<file path="config.mk">
export PLATFORM = sky130hd
export DESIGN_NAME = pio_host_ctrl
export DESIGN_NICKNAME = d
export VERILOG_FILES = /design/src/rtl/pio_host_pkg.sv /design/src/rtl/pio_pulse_timer.sv /design/src/rtl/pio_host_control.sv /design/src/rtl/pio_host_datapath.sv /design/src/rtl/pio_host_ctrl.sv
export SDC_FILE = /design/constraint.sdc
export NUM_CORES = 1
export LEC_CHECK = 0
export BUFFER_PORTS_ARGS = -buffer_cell sky130_fd_sc_hd__buf_4
export CORE_ASPECT_RATIO = 2
export CORE_MARGIN = 3
export CORE_UTILIZATION = 45
export CTS_CLUSTER_DIAMETER = 200
export DETAILED_ROUTE_END_ITERATION = 10
export PLACE_DENSITY_LB_ADDON = 0.15
export SLEW_MARGIN = 20
export SYNTH_ARGS = -nofsm -noshare
export SYNTH_HDL_FRONTEND = slang
export SYNTH_SLANG_ARGS = --single-unit
</file>
<file path="constraint.sdc">
create_clock -name clk -period 2.6 [get_ports clk]
set_input_delay 0.78 -clock clk [delete_from_list [all_inputs] [get_ports clk]]
set_output_delay 0.78 -clock clk [all_outputs]
set_load 0.005 [all_outputs]
</file>
<file path="src/rtl/pio_host_pkg.sv">
package pio_host_pkg;

  typedef struct packed {
    logic loadAb;   // copy transfer register into address latch
    logic capture;  // take the input bus into the transfer register
    logic hostWr;   // host write of the transfer register
  } ctrlStrobes_t;

  function automatic int unsigned nsToCycles(input int unsigned ns, input int unsigned clkMhz);
    int unsigned c;
    c = (ns * clkMhz + 999) / 1000;
    return (c == 0) ? 1 : c;
  endfunction

endpackage

</file>
<file path="src/rtl/pio_pulse_timer.sv">
module pio_pulse_timer #(
  parameter int unsigned DELAY_CYC = 0,
  parameter int unsigned WIDTH_CYC = 1
) (
  input  logic clk,
  input  logic rstN,
  input  logic fire,
  output logic pulseOn,
  output logic running
);
  localparam int unsigned TOTAL = DELAY_CYC + WIDTH_CYC;
  localparam int unsigned CW = $clog2(TOTAL + 1);

  logic [CW-1:0] remain;

  always_ff @(posedge clk or negedge rstN) begin
    if (!rstN)             remain <= '0;
    else if (fire)         remain <= CW'(TOTAL);
    else if (remain != '0) remain <= remain - 1'b1;
  end

  assign running = (remain != '0);
  assign pulseOn = running && (remain <= CW'(WIDTH_CYC));


  idle_stays_idle_chk: assert property (@(posedge clk) disable iff (!rstN)
    (!fire && !running) |=> !running);


  pulse_ends_run_chk: assert property (@(posedge clk) disable iff (!rstN)
    $fell(running) |-> $past(pulseOn));


  fire_restarts_chk: assert property (@(posedge clk) disable iff (!rstN)
    fire |=> running);

endmodule

</file>
<file path="src/rtl/pio_host_control.sv">
module pio_host_control
  import pio_host_pkg::*;
#(
  parameter int unsigned SEL_DELAY_CYC = 200,
  parameter int unsigned SEL_WIDTH_CYC = 860,
  parameter int unsigned OUT_WIDTH_CYC = 100,
  parameter int unsigned CTL_WIDTH_CYC = 100
) (
  input  logic         clk,
  input  logic         rstN,
  input  logic         cmdValid,
  input  logic [7:0]   cmdCode,
  input  logic         kWrEn,
  input  logic         busyWrEn,
  input  logic         busyWrVal,
  input  logic         ibsN,
  output ctrlStrobes_t strb,
  output logic         absOn,
  output logic         obsOn,
  output logic         cbsOn,
  output logic         strobeBusy,
  output logic         cpuBusy
);
  logic cmdOk, selFire, outFire, ctlFire;
  logic ibsPrevN, selRun, outRun, ctlRun;

  assign cmdOk   = cmdValid && (cmdCode[3:0] == 4'h0);
  assign selFire = cmdOk && (cmdCode[7:6] == 2'b11);
  assign outFire = cmdOk && cmdCode[5];
  assign ctlFire = cmdOk && cmdCode[4];

  always_ff @(posedge clk or negedge rstN) begin
    if (!rstN) ibsPrevN <= 1'b1;
    else       ibsPrevN <= ibsN;
  end

  assign strb.capture = ibsPrevN && !ibsN;
  assign strb.loadAb  = selFire;
  assign strb.hostWr  = kWrEn;

  always_ff @(posedge clk or negedge rstN) begin
    if (!rstN)              cpuBusy <= 1'b1;
    else if (strb.capture)  cpuBusy <= 1'b1;
    else if (busyWrEn)      cpuBusy <= busyWrVal;
  end

  pio_pulse_timer #(.DELAY_CYC(SEL_DELAY_CYC), .WIDTH_CYC(SEL_WIDTH_CYC)) selTimer (
    .clk(clk), .rstN(rstN), .fire(selFire), .pulseOn(absOn), .running(selRun));

  pio_pulse_timer #(.DELAY_CYC(0), .WIDTH_CYC(OUT_WIDTH_CYC)) outTimer (
    .clk(clk), .rstN(rstN), .fire(outFire), .pulseOn(obsOn), .running(outRun));

  pio_pulse_timer #(.DELAY_CYC(0), .WIDTH_CYC(CTL_WIDTH_CYC)) ctlTimer (
    .clk(clk), .rstN(rstN), .fire(ctlFire), .pulseOn(cbsOn), .running(ctlRun));

  assign strobeBusy = selRun || outRun || ctlRun;


  capture_sets_busy_chk: assert property (@(posedge clk) disable iff (!rstN)
    strb.capture |=> cpuBusy);


  busy_held_chk: assert property (@(posedge clk) disable iff (!rstN)
    (!strb.capture && !busyWrEn) |=> $stable(cpuBusy));


  busy_write_chk: assert property (@(posedge clk) disable iff (!rstN)
    (busyWrEn && !strb.capture) |=> (cpuBusy == $past(busyWrVal)));


  bad_code_idle_chk: assert property (@(posedge clk) disable iff (!rstN)
    (cmdValid && cmdCode[3:0] != 4'h0 && !strobeBusy) |=> !strobeBusy);

endmodule

</file>
<file path="src/rtl/pio_host_datapath.sv">
module pio_host_datapath
  import pio_host_pkg::*;
(
  input  logic         clk,
  input  logic         rstN,
  input  ctrlStrobes_t strb,
  input  logic [7:0]   kWrData,
  input  logic [8:0]   ibN,
  output logic [7:0]   kReg,
  output logic [7:0]   abReg,
  output logic         inBit9
);
  always_ff @(posedge clk or negedge rstN) begin
    if (!rstN)            kReg <= '0;
    else if (strb.capture) kReg <= ~ibN[7:0];
    else if (strb.hostWr)  kReg <= kWrData;
  end

  always_ff @(posedge clk or negedge rstN) begin
    if (!rstN)             inBit9 <= 1'b0;
    else if (strb.capture) inBit9 <= ~ibN[8];
  end

  always_ff @(posedge clk or negedge rstN) begin
    if (!rstN)            abReg <= '0;
    else if (strb.loadAb) abReg <= kReg;
  end


  ab_hold_chk: assert property (@(posedge clk) disable iff (!rstN)
    !strb.loadAb |=> $stable(abReg));


  capture_data_chk: assert property (@(posedge clk) disable iff (!rstN)
    strb.capture |=> (kReg == ~$past(ibN[7:0])));


  host_write_chk: assert property (@(posedge clk) disable iff (!rstN)
    (strb.hostWr && !strb.capture) |=> (kReg == $past(kWrData)));

endmodule

</file>
<file path="src/rtl/pio_host_ctrl.sv">
module pio_host_ctrl
  import pio_host_pkg::*;
#(
  parameter int unsigned CLK_MHZ      = 200,
  parameter int unsigned SEL_DELAY_NS = 1000,
  parameter int unsigned SEL_WIDTH_NS = 4300,
  parameter int unsigned OUT_WIDTH_NS = 500,
  parameter int unsigned CTL_WIDTH_NS = 500
) (
  input  logic       clk,
  input  logic       rstN,
  input  logic       kWrEn,
  input  logic [7:0] kWrData,
  output logic [7:0] kValue,
  input  logic       cmdValid,
  input  logic [7:0] cmdCode,
  input  logic       busyWrEn,
  input  logic       busyWrVal,
  input  logic [8:0] ibN,
  input  logic       ibsN,
  input  logic       rbN,
  output logic [7:0] obN,
  output logic [7:0] abN,
  output logic       absN,
  output logic       obsN,
  output logic       cbsN,
  output logic       cpbN,
  output logic       devReady,
  output logic       cpuBusy,
  output logic       inBit9,
  output logic       strobeBusy
);
  localparam int unsigned SEL_DELAY_CYC = nsToCycles(SEL_DELAY_NS, CLK_MHZ);
  localparam int unsigned SEL_WIDTH_CYC = nsToCycles(SEL_WIDTH_NS, CLK_MHZ);
  localparam int unsigned OUT_WIDTH_CYC = nsToCycles(OUT_WIDTH_NS, CLK_MHZ);
  localparam int unsigned CTL_WIDTH_CYC = nsToCycles(CTL_WIDTH_NS, CLK_MHZ);

  ctrlStrobes_t strb;
  logic [7:0]   kReg, abReg;
  logic         absOn, obsOn, cbsOn;

  pio_host_control #(
    .SEL_DELAY_CYC(SEL_DELAY_CYC), .SEL_WIDTH_CYC(SEL_WIDTH_CYC),
    .OUT_WIDTH_CYC(OUT_WIDTH_CYC), .CTL_WIDTH_CYC(CTL_WIDTH_CYC)
  ) control (
    .clk(clk), .rstN(rstN), .cmdValid(cmdValid), .cmdCode(cmdCode),
    .kWrEn(kWrEn), .busyWrEn(busyWrEn), .busyWrVal(busyWrVal), .ibsN(ibsN),
    .strb(strb), .absOn(absOn), .obsOn(obsOn), .cbsOn(cbsOn),
    .strobeBusy(strobeBusy), .cpuBusy(cpuBusy));

  pio_host_datapath datapath (
    .clk(clk), .rstN(rstN), .strb(strb), .kWrData(kWrData), .ibN(ibN),
    .kReg(kReg), .abReg(abReg), .inBit9(inBit9));

  assign kValue   = kReg;
  assign obN      = ~kReg;
  assign abN      = ~abReg;
  assign absN     = ~absOn;
  assign obsN     = ~obsOn;
  assign cbsN     = ~cbsOn;
  assign cpbN     = ~cpuBusy;
  assign devReady = ~rbN;


  strobe_status_chk: assert property (@(posedge clk) disable iff (!rstN)
    (!absN || !obsN || !cbsN) |-> strobeBusy);

endmodule

</file>
# Word-level counts from Yosys, hierarchy flattened
# Cells that the tools add are included.
[classes]
addsub = 3
n_lt_le_gt_ge = 3
n_eq_ne = 1
n_mux = 10
bitwise = 9
n_reduce_logical = 20
[op_table]
columns = ["operator", "count"]
rows = [
  ["two-way mux 7 bit", 4],
  ["NOT 8 bit", 3],
  ["two-way mux 11 bit", 2],
  ["two-way mux 8 bit", 2],
  ["less-or-equal comparator 7 bit (second input constant)", 2],
  ["nonzero test 7 bit", 2],
  ["subtractor 7 x 1 -> 7 bit (second input constant)", 2],
  ["less-or-equal comparator 11 x 10 -> 1 bit (second input constant)", 1],
  ["nonzero test 11 bit", 1],
  ["subtractor 11 x 1 -> 11 bit (second input constant)", 1],
  ["nonzero test 2 bit", 5],
  ["logical AND 1 bit", 8],
  ["NOT 1 bit", 6],
  ["zero test 4 bit", 1],
  ["== test 2 bit (second input constant)", 1],
  ["logical OR 1 bit", 2],
  ["two-way mux 1 bit", 2],
  ["zero test 1 bit", 1],
]
[word_totals]
regBits = 44
input_bits = 33
output_inout_bits = 32
wordCells = 54

# Logic depth before layout (Yosys ltp)
[logic_depth]
depth_word = 4
mapped_depth = 6
mapped_depth_nobuf = 5

# By module
# A second synthesis with hierarchy kept.
[hier_totals]
cells_unflattened = 229
hier_area_um2 = 2406.1
[by_module_without_submodules]
columns = ["mod", "n_inst", "cells_per_inst", "area_each_um2", "seq_area_each_um2"]
rows = [
  ["pio_pulse_timer at control.ctlTimer ...", 2, 41, 395.4, 175.2],
  ["pio_host_datapath", 1, 46, 749.5, 425.4],
  ["pio_pulse_timer at control.selTimer", 1, 65, 650.6, 275.3],
  ["pio_host_control", 1, 15, 136.4, 52.6],
  ["pio_host_ctrl", 1, 21, 78.8, 0.0],
]

# Worst setup path before layout
# No wires, ideal clock.
[synth_timing]
kind = "reg2out"
start = "register control.selTimer.remain[0]"
end = "output absN"
arrival_time_ps = 1511
required_time_ps = 1820
setup_slack_ps = 309
path_stages_with_launch = 7
path_buffers = 1
path_cell_list = "dfrtp_1 > inv_1 > ha_1 > or3b_1 > clkbuf_1 > nor4_1 > a211o_1"
[synth_between]
elab_chain_cells = 3
elab_cells_between_ends = 4
classes_between = "order compare (1); bitwise (1); reduce/logical (2)"
[synth_lines]
columns = ["element", "line", "rtl"]
rows = [
  ["start, declared", "pio_pulse_timer.sv:14", "logic [CW-1:0] remain;"],
  ["start signal, assigned", "pio_pulse_timer.sv:18", "else if (fire) remain <= CW'(TOTAL);"],
  ["start signal, assigned", "pio_pulse_timer.sv:19", "else if (remain != '0) remain <= remain - 1'b1;"],
  ["less-or-equal comparator 11 x 10 -> 1 bit or nonzero test 11 bit (tied branches)", "pio_pulse_timer.sv:23, pio_pulse_timer.sv:22", ""],
  ["logical AND 1 bit *", "pio_pulse_timer.sv:23", "assign pulseOn = running && (remain <= CW'(WIDTH_CYC));"],
  ["NOT 1 bit *", "pio_host_ctrl.sv:58", "assign absN = ~absOn;"],
  ["end, declared", "pio_host_ctrl.sv:24", "output logic absN,"],
]
# Every way passes the cells marked *; elsewhere a longest branch is shown, timed or not.

# Final worst setup path
[layout_timing]
start = "register control.selTimer.remain[5]"
end = "output absN"
# The elaborated chain is that of the path after synthesis.

==> flow_summary.toml <==
[sta]
fin_crit_ns = 2.582
finalHoldViolCount = 0
finClkSkew_ns = 0.001825
period_share = 0.9930
whs_ns = 0.4675
slew_viol_final = 0
rsz0062_at_grt = "true"
setup_viol = 0
max_slew_margin = 0.5117
fin_setup_tns_ns = 0
setup_ws_ns = 0.01829
max_freq_mhz = 387.3
worstMarginPinSlew_ns = 0.7140

[clocking]
cts_sinks = 44
clock_path_buffers = 2
path_clk_slew_ns = 0.08
cts_made_buffers = 5
cts_hold_buffers = 0
cts_tree = "yes"
clock_latency_ns = 0.29
cts-root-buf = "clkbuf_8"
ctsHtreeMaxLevel = 2

[floorplanning]
core_area_um2 = 5000
die_area_um2 = 6247
die_w_um = 57.41
placementRows = 36
num_io_pins = 65
die_y_um = 108.8
initial_core_util = 0.4757

[global_route]
antenna_found_initial = 0
grt_max_degree = 45
grt_overflow = 0
grt_first_pass_wirelength_um = 10030
grt_util_all_layers = 0.2051
grt_pass1_vias = 2195

[critical_path]
path_class = "reg2out"
cp.arrival_ns = 1.80
worstSetupEndpointType = "output pin"
cp_max_fo = 6
required_ns = 1.82
start_kind = "register"

[final_layout]
fin_nets = 368
fillers = 448
finalNonFillerCells = 388
syn2layout_area_growth_pct = 32.51
multiInputGateArea_um2 = 1164
drive_gt1_frac = 0.3414
final-seq-area_um2 = 1106
final_common_cell = "buf_4"
antennaDiodeCount = 0
final_cell_mix = "buf_4 (81), dfrtp_1 (40), inv_1 (28)"

[logic_synthesis]
synth_nets = 289
syn-instance-count = 251
ys_ff_latch = 44
netlist_area_um2 = 2379
syn_area_per_cell_um2 = 9.476
ys_seq_area_frac = 0.4640
yosysUniqueCellTypes = 47
synth_top_cell_area_share = 0.4419
synth_edf_count = 0
yosysWarnings = 0
ys.flop_type = "dfrtp_1"
async_flop_share = 1.000
ys_top_cells_by_area = "dfrtp_1 (44%), o21ai_0 (5.3%), inv_1 (4.7%)"
post-synth-top-area-cell = "dfrtp_1"

[pwr]
ir_drop_v = 0.0006323
power_frac_seq = 0.439
p_sw_frac = 0.3811
power.density_nw_per_um2 = 884.7
power_w = 0.002788
pwr-share-comb = 0.403
power.switching_w = 0.001063
internal_power_w = 0.001726
p_leak_nw = 1.447
p_clk_frac = 0.158

[worst_hold_path]
hold_class = "in2async"

[detailed_routing]
viasPerCell = 5.691
post_drt_wl_per_cell_um = 15.36
drtIter0Drc = 100
vias = 2208
drc_errors = 0
postRouteAntennaNets = 0
drtPass1Iterations = 4
drt_wl_total_um = 5959

[placed_design]
dp_hpwl_um = 4362
port_buffers = 64
place_congestion = 0.8234
pre_cts_slack_ns = 0.2252
placed_cells = 370

[job]
max_cap_violations = 0

[run_status]
run_status = "completed"
==> cells in the mapped netlist, drive strengths merged (2+ instances only) <==
master / n
a2111oi: 3
a211o: 6
a211oi: 3
a21o: 2
a21oi: 12
a31o: 2
buf: 4
clkbuf: 5
dfrtp: 42
dfstp: 2
ha: 5
inv: 30
mux2: 8
mux2i: 3
nand2: 15
nand2b: 3
nand3: 10
nand3b: 3
nand4: 2
nand4b: 2
nor2: 7
nor2b: 3
nor3: 6
nor4: 5
o211ai: 5
o21ai: 32
o31ai: 4
or2: 3
or3: 5
or3b: 3
or4: 6
==> per-stage QoR <==
step / instance area, um^2 / utilization
2_1_floorplan: 2379 / -
3_5_place_dp: 2933 / 0.5866
4_1_cts: 3045 / 0.6091
5_1_grt: 3152 / 0.6304
3_3_place_gp: 2933 / 0.5866
6_report: 3152 / 0.6304
==> power groups by stage <==
stage / clock network, W / registers (W) / logic (W)
global placement: 0 / 0.00120 / 0.000987
global route: 0.000495 / 0.00127 / 0.00128
CTS: 0.000456 / 0.00120 / 0.00102
detailed placement: 0 / 0.00121 / 0.00100
finish: 0.000440 / 0.00123 / 0.00112
floorplan: 0 / 0.00113 / 0.000703
==> state kept, by name, summed over array words and instances, names as in the netlist <==
signal                   flops
control.selTimer.remain     11
datapath.abReg               8
datapath.kReg                8
control.ctlTimer.remain      7
control.outTimer.remain      7
control.cpuBusy              1
control.ibsPrevN             1
datapath.inBit9              1
==> metal layers <==
| metal | up-vias | GRT usage | share of wire |
|---|---|---|---|
| met4 | 0 | 0.09287 | 0.027 |
| met1 | 1054 | 0.2280 | 0.38 |
| met5 | - | 0 | 0 |
| li1 | 1069 | - | - |
| met3 | 12 | 0.03791 | 0.051 |
| met2 | 73 | 0.3681 | 0.54 |
==> what timing repair did <==
action,CTS,global route
buffers inserted,0,10
endpoints found under the setup margin,2,4
resized for setup,5,9
pin swaps,0,3
==> worst paths after layout <==
check	startpoint	to	slack, ns	cells after the start
max	control.selTimer.remain[5]	absN	0.02	4
min	rstN	control.ctlTimer.remain[5]	0.47	1
max reg2reg	control.outTimer.remain[0]	control.outTimer.remain[4]	0.72	5
min reg2reg	datapath.inBit9	datapath.inBit9	0.51	2
max in group asynchronous	rstN	control.selTimer.remain[5]	1.70	1
min in group clk	datapath.inBit9	datapath.inBit9	0.51	2
==> final cells by class <==
class	instances	area share
clock buffers	8	0.02858
inverters	30	0.03573
multi-input cells	168	0.3692
flip-flops and latches	44	0.3509
well taps	57	0.02263
repair buffers	81	0.1929
==> cells by family after synthesis <==
family                     Yosys count  synth area share
AOI/OAI and AO/OA                   75            0.1983
adders and majority gates            5           0.02630
buffers and inverters               39           0.06838
DFF                                 44            0.4640
muxes                               11           0.05050
and+or+nand+nor                     77            0.1925
==> worst max-delay path, stage by stage (launching register included) <==
cell     delay (ns)
dfrtp_2        0.44
or4_4          0.56
nor4_4         0.26
a211o_1        0.14
buf_4          0.10
No activity file was read; power rests on OpenSTA's default activity.
